`src/rtl/adc_result_pkg.sv`:
```
package adc_result_pkg;
  localparam int RES_W  = 10;
  localparam int BYTE_W = 8;
  localparam int LO_W   = RES_W - BYTE_W;

  // upper byte image of a result
  function automatic logic [BYTE_W-1:0] hi_image(input logic [RES_W-1:0] res);
    return res[RES_W-1:LO_W];
  endfunction

  // lower byte image: low result bits on top, flags at bit 1 and bit 0
  function automatic logic [BYTE_W-1:0] lo_image(input logic [RES_W-1:0] res,
                                                 input logic ovr,
                                                 input logic store);
    logic [BYTE_W-1:0] b;
    b = '0;
    b[BYTE_W-1 -: LO_W] = res[LO_W-1:0];
    b[1] = ovr;
    b[0] = store;
    return b;
  endfunction

  // a new result overruns when the old one is not fully read
  function automatic logic overrun_event(input logic seen_hi, input logic seen_lo);
    return !(seen_hi && seen_lo);
  endfunction
endpackage

```
`src/rtl/adc_addr_decode.sv`:
```
module adc_addr_decode #(
  parameter int NUM_CH = 2,
  parameter int ADDR_W = 8,
  localparam int CH_W  = (NUM_CH > 1) ? $clog2(NUM_CH) : 1
) (
  input  logic              rd_en,
  input  logic [ADDR_W-1:0] rd_addr,
  output logic [NUM_CH-1:0] rd_lo_hit,
  output logic [NUM_CH-1:0] rd_hi_hit,
  output logic              sel_valid,
  output logic              sel_hi,
  output logic [CH_W-1:0]   sel_ch
);
  localparam int SPAN = 2 * NUM_CH;

  logic [ADDR_W-2:0] row;
  logic              mapped;

  assign row       = rd_addr[ADDR_W-1:1];
  assign mapped    = ({1'b0, rd_addr} < (ADDR_W+1)'(SPAN));
  assign sel_valid = rd_en && mapped;
  assign sel_hi    = rd_addr[0];
  assign sel_ch    = CH_W'(row);

  for (genvar c = 0; c < NUM_CH; c++) begin : g_hit
    logic row_match;
    assign row_match    = sel_valid && (row == (ADDR_W-1)'(c));
    assign rd_lo_hit[c] = row_match && !rd_addr[0];
    assign rd_hi_hit[c] = row_match &&  rd_addr[0];
  end
endmodule

```
`src/rtl/adc_result_chan.sv`:
```
module adc_result_chan
  import adc_result_pkg::*;
(
  input  logic             clk,
  input  logic             rst_n,
  input  logic             wr,
  input  logic [RES_W-1:0] wr_data,
  input  logic             rd_lo,
  input  logic             rd_hi,
  output logic [RES_W-1:0] res_q,
  output logic             store_q,
  output logic             ovr_q
);
  // tracking bits start as "read" so the first write is never an overrun
  logic seen_hi_q, seen_lo_q;
  logic ovr_hit;

  assign ovr_hit = overrun_event(seen_hi_q || rd_hi, seen_lo_q || rd_lo);

  always_ff @(posedge clk) begin
    if (!rst_n) begin
      res_q     <= '0;
      store_q   <= 1'b0;
      ovr_q     <= 1'b0;
      seen_hi_q <= 1'b1;
      seen_lo_q <= 1'b1;
    end else if (wr) begin
      res_q     <= wr_data;
      store_q   <= 1'b1;
      ovr_q     <= ovr_hit || (ovr_q && !rd_lo);
      seen_hi_q <= 1'b0;
      seen_lo_q <= 1'b0;
    end else begin
      if (rd_lo) begin
        store_q   <= 1'b0;
        ovr_q     <= 1'b0;
        seen_lo_q <= 1'b1;
      end
      if (rd_hi) seen_hi_q <= 1'b1;
    end
  end
endmodule

```
`src/rtl/adc_read_mux.sv`:
```
module adc_read_mux
  import adc_result_pkg::*;
#(
  parameter int NUM_CH = 2,
  localparam int CH_W  = (NUM_CH > 1) ? $clog2(NUM_CH) : 1
) (
  input  logic [NUM_CH-1:0][RES_W-1:0] res,
  input  logic [NUM_CH-1:0]            store,
  input  logic [NUM_CH-1:0]            ovr,
  input  logic                         sel_valid,
  input  logic                         sel_hi,
  input  logic [CH_W-1:0]              sel_ch,
  output logic [BYTE_W-1:0]            rd_data
);
  always_comb begin
    rd_data = '0;
    for (int c = 0; c < NUM_CH; c++) begin
      if (sel_valid && (sel_ch == CH_W'(c))) begin
        rd_data = sel_hi ? hi_image(res[c]) : lo_image(res[c], ovr[c], store[c]);
      end
    end
  end
endmodule

```
`src/rtl/adc_result_bank.sv`:
```
module adc_result_bank
  import adc_result_pkg::*;
#(
  parameter int NUM_CH = 2,
  parameter int ADDR_W = 8,
  localparam int CH_W  = (NUM_CH > 1) ? $clog2(NUM_CH) : 1
) (
  input  logic              clk,
  input  logic              rst_n,
  input  logic              rd_en,
  input  logic [ADDR_W-1:0] rd_addr,
  output logic [7:0]        rd_data,
  input  logic              cv_valid,
  input  logic [CH_W-1:0]   cv_chan,
  input  logic [9:0]        cv_data
);
  // named internal events, also watched by the checker
  logic [NUM_CH-1:0]            wr_hit;
  logic [NUM_CH-1:0]            rd_lo_hit;
  logic [NUM_CH-1:0]            rd_hi_hit;
  logic [NUM_CH-1:0][RES_W-1:0] res_q;
  logic [NUM_CH-1:0]            store_q;
  logic [NUM_CH-1:0]            ovr_q;
  logic                         sel_valid;
  logic                         sel_hi;
  logic [CH_W-1:0]              sel_ch;

  adc_addr_decode #(.NUM_CH(NUM_CH), .ADDR_W(ADDR_W)) u_dec (
    .rd_en     (rd_en),
    .rd_addr   (rd_addr),
    .rd_lo_hit (rd_lo_hit),
    .rd_hi_hit (rd_hi_hit),
    .sel_valid (sel_valid),
    .sel_hi    (sel_hi),
    .sel_ch    (sel_ch)
  );

  for (genvar c = 0; c < NUM_CH; c++) begin : g_ch
    assign wr_hit[c] = cv_valid && (cv_chan == CH_W'(c));

    adc_result_chan u_chan (
      .clk     (clk),
      .rst_n   (rst_n),
      .wr      (wr_hit[c]),
      .wr_data (cv_data),
      .rd_lo   (rd_lo_hit[c]),
      .rd_hi   (rd_hi_hit[c]),
      .res_q   (res_q[c]),
      .store_q (store_q[c]),
      .ovr_q   (ovr_q[c])
    );
  end

  adc_read_mux #(.NUM_CH(NUM_CH)) u_mux (
    .res       (res_q),
    .store     (store_q),
    .ovr       (ovr_q),
    .sel_valid (sel_valid),
    .sel_hi    (sel_hi),
    .sel_ch    (sel_ch),
    .rd_data   (rd_data)
  );
endmodule

```
`config.mk`:
```
export PLATFORM = sky130hd
export DESIGN_NAME = adc_result_bank
export DESIGN_NICKNAME = d
export VERILOG_FILES = /design/src/rtl/adc_result_pkg.sv /design/src/rtl/adc_addr_decode.sv /design/src/rtl/adc_result_chan.sv /design/src/rtl/adc_read_mux.sv /design/src/rtl/adc_result_bank.sv
export SDC_FILE = /design/constraint.sdc
export NUM_CORES = 1
export LEC_CHECK = 0
export BUFFER_PORTS_ARGS = -buffer_cell sky130_fd_sc_hd__buf_2
export CAP_MARGIN = 20
export CORE_UTILIZATION = 56
export CTS_CLUSTER_DIAMETER = 80
export DETAILED_ROUTE_END_ITERATION = 10
export HOLD_SLACK_MARGIN = 0.12
export PLACE_DENSITY_LB_ADDON = 0.15
export SYNTH_ARGS = -nofsm -noshare
export SYNTH_HDL_FRONTEND = slang
export SYNTH_SLANG_ARGS = --single-unit
```
`constraint.sdc`:
```
create_clock -name clk -period 5.1 [get_ports clk]
set_clock_uncertainty 0.1 [all_clocks]
set_input_delay 1.02 -clock clk [delete_from_list [all_inputs] [get_ports clk]]
set_output_delay 1.02 -clock clk [all_outputs]
set_load 0.01 [all_outputs]
```
* Word-level counts from Yosys, hierarchy flattened
Index checks and enable logic that the tools add are counted.
Word-level totals: word-level logic and storage cells 63, register bits 28, output and inout bits 8, bits of input ports 23
Operators by class: eq/ne operators 1, bitwise operators 2, muxes and demuxes 18, reduce and logical (&&, ||, !) cells 31, $lt $le $gt $ge 1
Operators by type and width (number):
- 2-to-1 mux 8 bit | 4
- logical AND 1 bit | 15
- 2-to-1 mux 1 bit | 14
- < comparator 8 x 3 -> 1 bit (second input constant) | 1
- nonzero test 2 bit | 4
- equality test 7 x 1 -> 1 bit (second input constant) | 1
- zero test 7 bit | 1
- logical OR 1 bit | 6
- zero test 1 bit | 5
- inverter 1 bit | 2

* Longest topological paths before layout
depth after elaboration 9, gate-level depth with buffers 5, gate-level depth less buffers 3

* By module
From an unflattened synthesis, not the netlist that was laid out.
Second synthesis, totals: cell total of the unflattened synthesis 128, area total of the unflattened synthesis 1342.5 µm²
By module, submodules not included:
- adc_result_chan | instances 2, seq. area each 280.3 µm², cells an instance 46, area each 533.0 µm²
- adc_read_mux | instances 1, seq. area each 0.0 µm², cells an instance 23, area each 181.4 µm²
- adc_addr_decode | instances 1, seq. area each 0.0 µm², cells an instance 11, area each 78.8 µm²
- adc_result_bank | instances 1, seq. area each 0.0 µm², cells an instance 2, area each 16.3 µm²

* Worst setup path before layout
OpenSTA, ideal clock, no wires.
path kind input port to output port, start input rd_addr[1], end output rd_data[7], required time 3980 ps, arrival 1975 ps, slack 2005 ps, stages 3, path buffers 1, cells stage by stage clkbuf_1 -> mux4_2 -> and3_2
On the way: word-level cells in the longest chain between the ends 5, elaborated cells on any way between the ends 7, classes of those cells 1 x order compare; 2 x mux; 1 x bitwise; 3 x reduce/logical
Ends and longest elaborated chain:
- start: declaration | line adc_result_bank.sv:11 | input logic [ADDR_W-1:0] rd_addr,
- < comparator 8 x 3 -> 1 bit | line adc_addr_decode.sv:20 | assign mapped = ({1'b0, rd_addr} < (ADDR_W+1)'(SPAN));
- logical AND 1 bit | line adc_addr_decode.sv:21 | assign sel_valid = rd_en && mapped;
- logical AND 1 bit | line adc_read_mux.sv:18 | if (sel_valid && (sel_ch == CH_W'(c))) begin
- 2-to-1 mux 8 bit | line adc_read_mux.sv:18
- 2-to-1 mux 8 bit (*) | line adc_read_mux.sv:18
- end: declaration | line adc_result_bank.sv:12 | output logic [7:0] rd_data,
Every way passes the cells marked *; elsewhere a longest branch is shown, timed or not.

* Worst setup path after layout
start input rd_addr[3], end output rd_data[4]
On the way: word-level cells in the longest chain between the ends 5, elaborated cells on any way between the ends 6, classes of those cells 1 x order compare; 2 x mux; 3 x reduce/logical
Ends and longest elaborated chain (line):
- < comparator 8 x 3 -> 1 bit (*) | adc_addr_decode.sv:20
- logical AND 1 bit (*) | adc_addr_decode.sv:21
- logical AND 1 bit | adc_read_mux.sv:18
- 2-to-1 mux 8 bit | adc_read_mux.sv:18
- 2-to-1 mux 8 bit (*) | adc_read_mux.sv:18
Marked as above.

==> reports/results.md <==
| Quantity | Value |
|---|---|
| TritonCTS clock tree | yes |
| R2R Setup Slk | 3.84 ns |
| Crit-path slowest cell | sky130_fd_sc_hd__nor4b_4 |
| Total Routing Usage GR | 0.2465 |
| Latest clock arrival within the worst-skew pair | 0.34 ns |
| Synth warn | 0 |
| Max incr delay on CP | 0.56 ns |
| Maximum resistive drop on vdd | 0.2149 mV |
| Crit path capture | rd_data[4] |
| Detailed-route wire length | 2762 microns |
| Leading register cell type out of synthesis | sky130_fd_sc_hd__dfxtp_1 |
| Clock slew seen by the registers of the worst setup and hold paths | 0.15 ns |
| Cell types with the largest area share after synthesis | sky130_fd_sc_hd__dfxtp_1 42%, sky130_fd_sc_hd__nand2_1 12%, sky130_fd_sc_hd__a21boi_0 12% |
| Part of the total power dissipated in sequential elements | 0.539 |
| Number of hold violations in the final report | 0 |
| # Post-CTS Setup Buffers | 0 |
| Number of nets produced by synthesis | 169 |
| Floorplan die height | 50.67 microns |
| Number of CTS-inserted buffers | 3 |
| Post-route standard cell area excluding fillers | 0.001534 sq mm |
| Number of placement rows | 17 |
| Power after layout | 0.4385 mW |
| I/O pin count | 31 |
| Multi-input gate area in the final layout | 720.7 sq um |
| Run status | finished clean |
| Number of synthesized flops with an enable pin | 0 |
| Final total negative setup slack | 0 ns |
| Fraction of post-synthesis cell area in the top cell type by area | 0.4226 |
| Worst Reg-to-Reg Cells | 3 |
| Count of nets after finishing | 195 |
| Number of input and output port buffers inserted | 30 |
| Startpoint kind of the worst setup timing path | input port |
| Starting density of the core | 0.5995 |
| Clock share of power | 0.339 |
| Static Leak | 0.6406 nW |
| Share of post-route cells with drive strength above 1 | 0.2807 |
| Sequential-to-total area share from yosys stat | 0.4226 |
| Die Outline Area | 0.002567 sq mm |
| Period Utilization, post-route | 0.6599 |
| Fillers | 189 |
| Number of library cell types mapped by synthesis | 32 |
| Worst Setup Path Type | in2out |
| Relative slew margins | 0.5857 |
| Crit path top cell by count | sky130_fd_sc_hd__buf_2 |
| Number of hold buffers added after cts | 0 |
| Cell area reported after detailed placement | 0.001470 sq mm |
| Capture point of the worst reg-to-reg path | g_ch[0].u_chan.ovr_q |
| Net switching power figure | 0.1030 mW |
| Cell internal power dissipation | 0.3355 mW |
| Pwr/cell area | 285.9 mW/mm^2 |
| Commonest cells in the synthesized netlist | 44 x sky130_fd_sc_hd__nand2_1, 28 x sky130_fd_sc_hd__dfxtp_1, 21 x sky130_fd_sc_hd__a21boi_0 |
| Startpoint of the worst setup timing path | rd_addr[3] |
| Average cell area after synthesis | 9.084 sq um |
| Vias in the first global route | 1088 |
| Synth Register Bits | 28 |
| Top achievable clock speed | 297.2 MHz |
| Number of standard cells in the final layout excluding fillers | 199 |
| Syn Std Cell Area | 0.001326 sq mm |
| Worst endpoint required time | 3.98 ns |
| Worst-Margin Slew | 0.6180 ns |
| Instance count after placement with tap cells included | 194 |
| Deepest level of the CTS H-tree | 1 |
| Count of inserted antenna diode cells | 0 |
| Arrival time reported for the critical path endpoint | 2.25 ns |
| Starting DRC count in detailed routing | 25 |
| Count of TritonRoute iterations in the first routing pass | 4 |
| Sum of net half-perimeters after detailed placement | 1837 microns |
| Drc violations | 0 |
| Logic gate share of total power | 0.122 |
| Area added between synthesis and finish | 15.66% |
| Number of instances in the synthesized netlist | 146 |
| GRT overflow | 0 |
| Fin crit period | 3.365 ns |
| Vias | 1121 |
| Antenna violations before repair | 0 |
| Critical Path Sink Type | output port |
| Setup-violating endpoint count in the final report | 0 |
| Cells along the critical path | buf_2 -> nor4b_4 -> nand3_2 -> nor2_1 -> buf_2 |
| Share of synthesized registers carrying an async set or reset | 0 |
| Number of sinks on the clock net | 28 |
| CTS max path bufs | 2 |
| Top fanout value on the critical path | 10 |
| Kind of path behind the tightest hold check | reg2reg |
| Reg-to-reg critical path startpoint | g_ch[0].u_chan.seen_lo_q |
| Wire length of the first global-routing pass | 4692 microns |
| Dominant cell type by area after synthesis | sky130_fd_sc_hd__dfxtp_1 |
| Number of maximum-capacitance constraint violations | 0 |
| Net Sw Frac | 0.2349 |
| Per-cell via count in the routed design | 5.633 |
| Cell with the most instances after synthesis | sky130_fd_sc_hd__nand2_1 |
| Total of cells resized after clock tree synthesis | 0 |
| Final Wtd Congestion | 0.7843 |
| Final count of pins violating max slew | 0 |
| Area used by sequential logic in the layout | 560.5 sq um |
| Horizontal extent of the die | 50.67 microns |
| Setup repair after global routing missed its margin | no |
| Clock root buffer master | sky130_fd_sc_hd__clkbuf_4 |
| Mean routed wirelength per cell | 13.88 microns |
| Maximum number of pins on one net before global-route repair | 31 |
| Standard cell core area | 0.002212 sq mm |
| Post-route antenna net violation count | 0 |
stage by stage:
stage	setup WS [ns]	util	hold slack [ns]
global route	1.663	0.6934	0.3931
CTS	1.742	0.6883	0.3759
floorplan	2.005	-	0.3403
global placement	1.769	0.6646	0.3489
finish	1.735	0.6934	0.3724
detailed placement	1.745	0.6646	0.3566
layout by cell type, fill, tap and decap left out, drive strengths merged:
master and instances:
mux2 1, nand2b 1, nor3 1, a41oi 1, a31o 1, inv 1
nand2 44, clkbuf 3, buf 31, dfxtp 28, o21ai 2, o41a 1
nor4b 1, o21a 1, o311a 1, a21boi 21, nand4b 1, nor2b 1
a21bo 1, a21o 1, and2 1, nand3 1, and3 5, bufinv 1
nor2 6, a22o 1, mux2i 4, mux4 4, a32o 1, a31oi 2
nand4 1, o311ai 1
cell type report:
type	count	share of cell area
inverters	1	0.002447
repair buffers	31	0.1052
clock buffers	3	0.01468
clock inverters	1	0.01958
multi-input cells	107	0.4698
well taps	28	0.02284
flip-flops and latches	28	0.3654
cell families (layout without fill, tap and decap cells):
kind of cell,after synthesis,in the layout,share of synthesized area
AO/OA/AOI/OAI,35,35,0.2104
buffers and inverters,11,36,0.03396
multiplexers,9,9,0.1066
AND/OR/NAND/NOR,63,63,0.2264
flip-flops,28,28,0.4226
sequential cells by signal, summed over array words and instances (netlist names):
| register | count |
|---|---|
| g_ch.u_chan.ovr_q | 2 |
| g_ch.u_chan.res_q | 20 |
| g_ch.u_chan.seen_hi_q | 2 |
| g_ch.u_chan.seen_lo_q | 2 |
| g_ch.u_chan.store_q | 2 |
per-layer routing:
metal  up-vias  routed length, microns  global-route usage
met5         -                       0                   0
met1       526                    1214              0.2936
met4         0                      29             0.09722
met2        36                    1359              0.4333
li1        557                       -                   -
met3         2                     160             0.04545
power groups by stage:
stage	combinational, mW	clock, mW	sequential (mW)
after floorplan	0.0357	0	0.240
after global placement	0.0505	0	0.241
after detailed placement	0.0525	0	0.241
after CTS	0.0530	0.150	0.237
after global routing	0.0597	0.156	0.238
final	0.0534	0.149	0.237
worst max-delay path, delay by kind of cell:
family / cells / cell delay [ns]
buf+inv: 2 / 0.25
simple gates: 3 / 0.97
worst min path at each step:
stage,startpoint,to,cells past startpoint
2_1_floorplan,g_ch[1].u_chan.res_q[8],g_ch[1].u_chan.res_q[8],2
3_3_place_gp,g_ch[1].u_chan.res_q[0],g_ch[1].u_chan.res_q[0],2
3_5_place_dp,g_ch[1].u_chan.res_q[0],g_ch[1].u_chan.res_q[0],2
4_1_cts,g_ch[1].u_chan.res_q[0],g_ch[1].u_chan.res_q[0],2
5_1_grt,g_ch[1].u_chan.res_q[6],g_ch[1].u_chan.res_q[6],2
6_report,g_ch[1].u_chan.res_q[6],g_ch[1].u_chan.res_q[6],2
No activity file was read; power rests on OpenSTA's default activity.
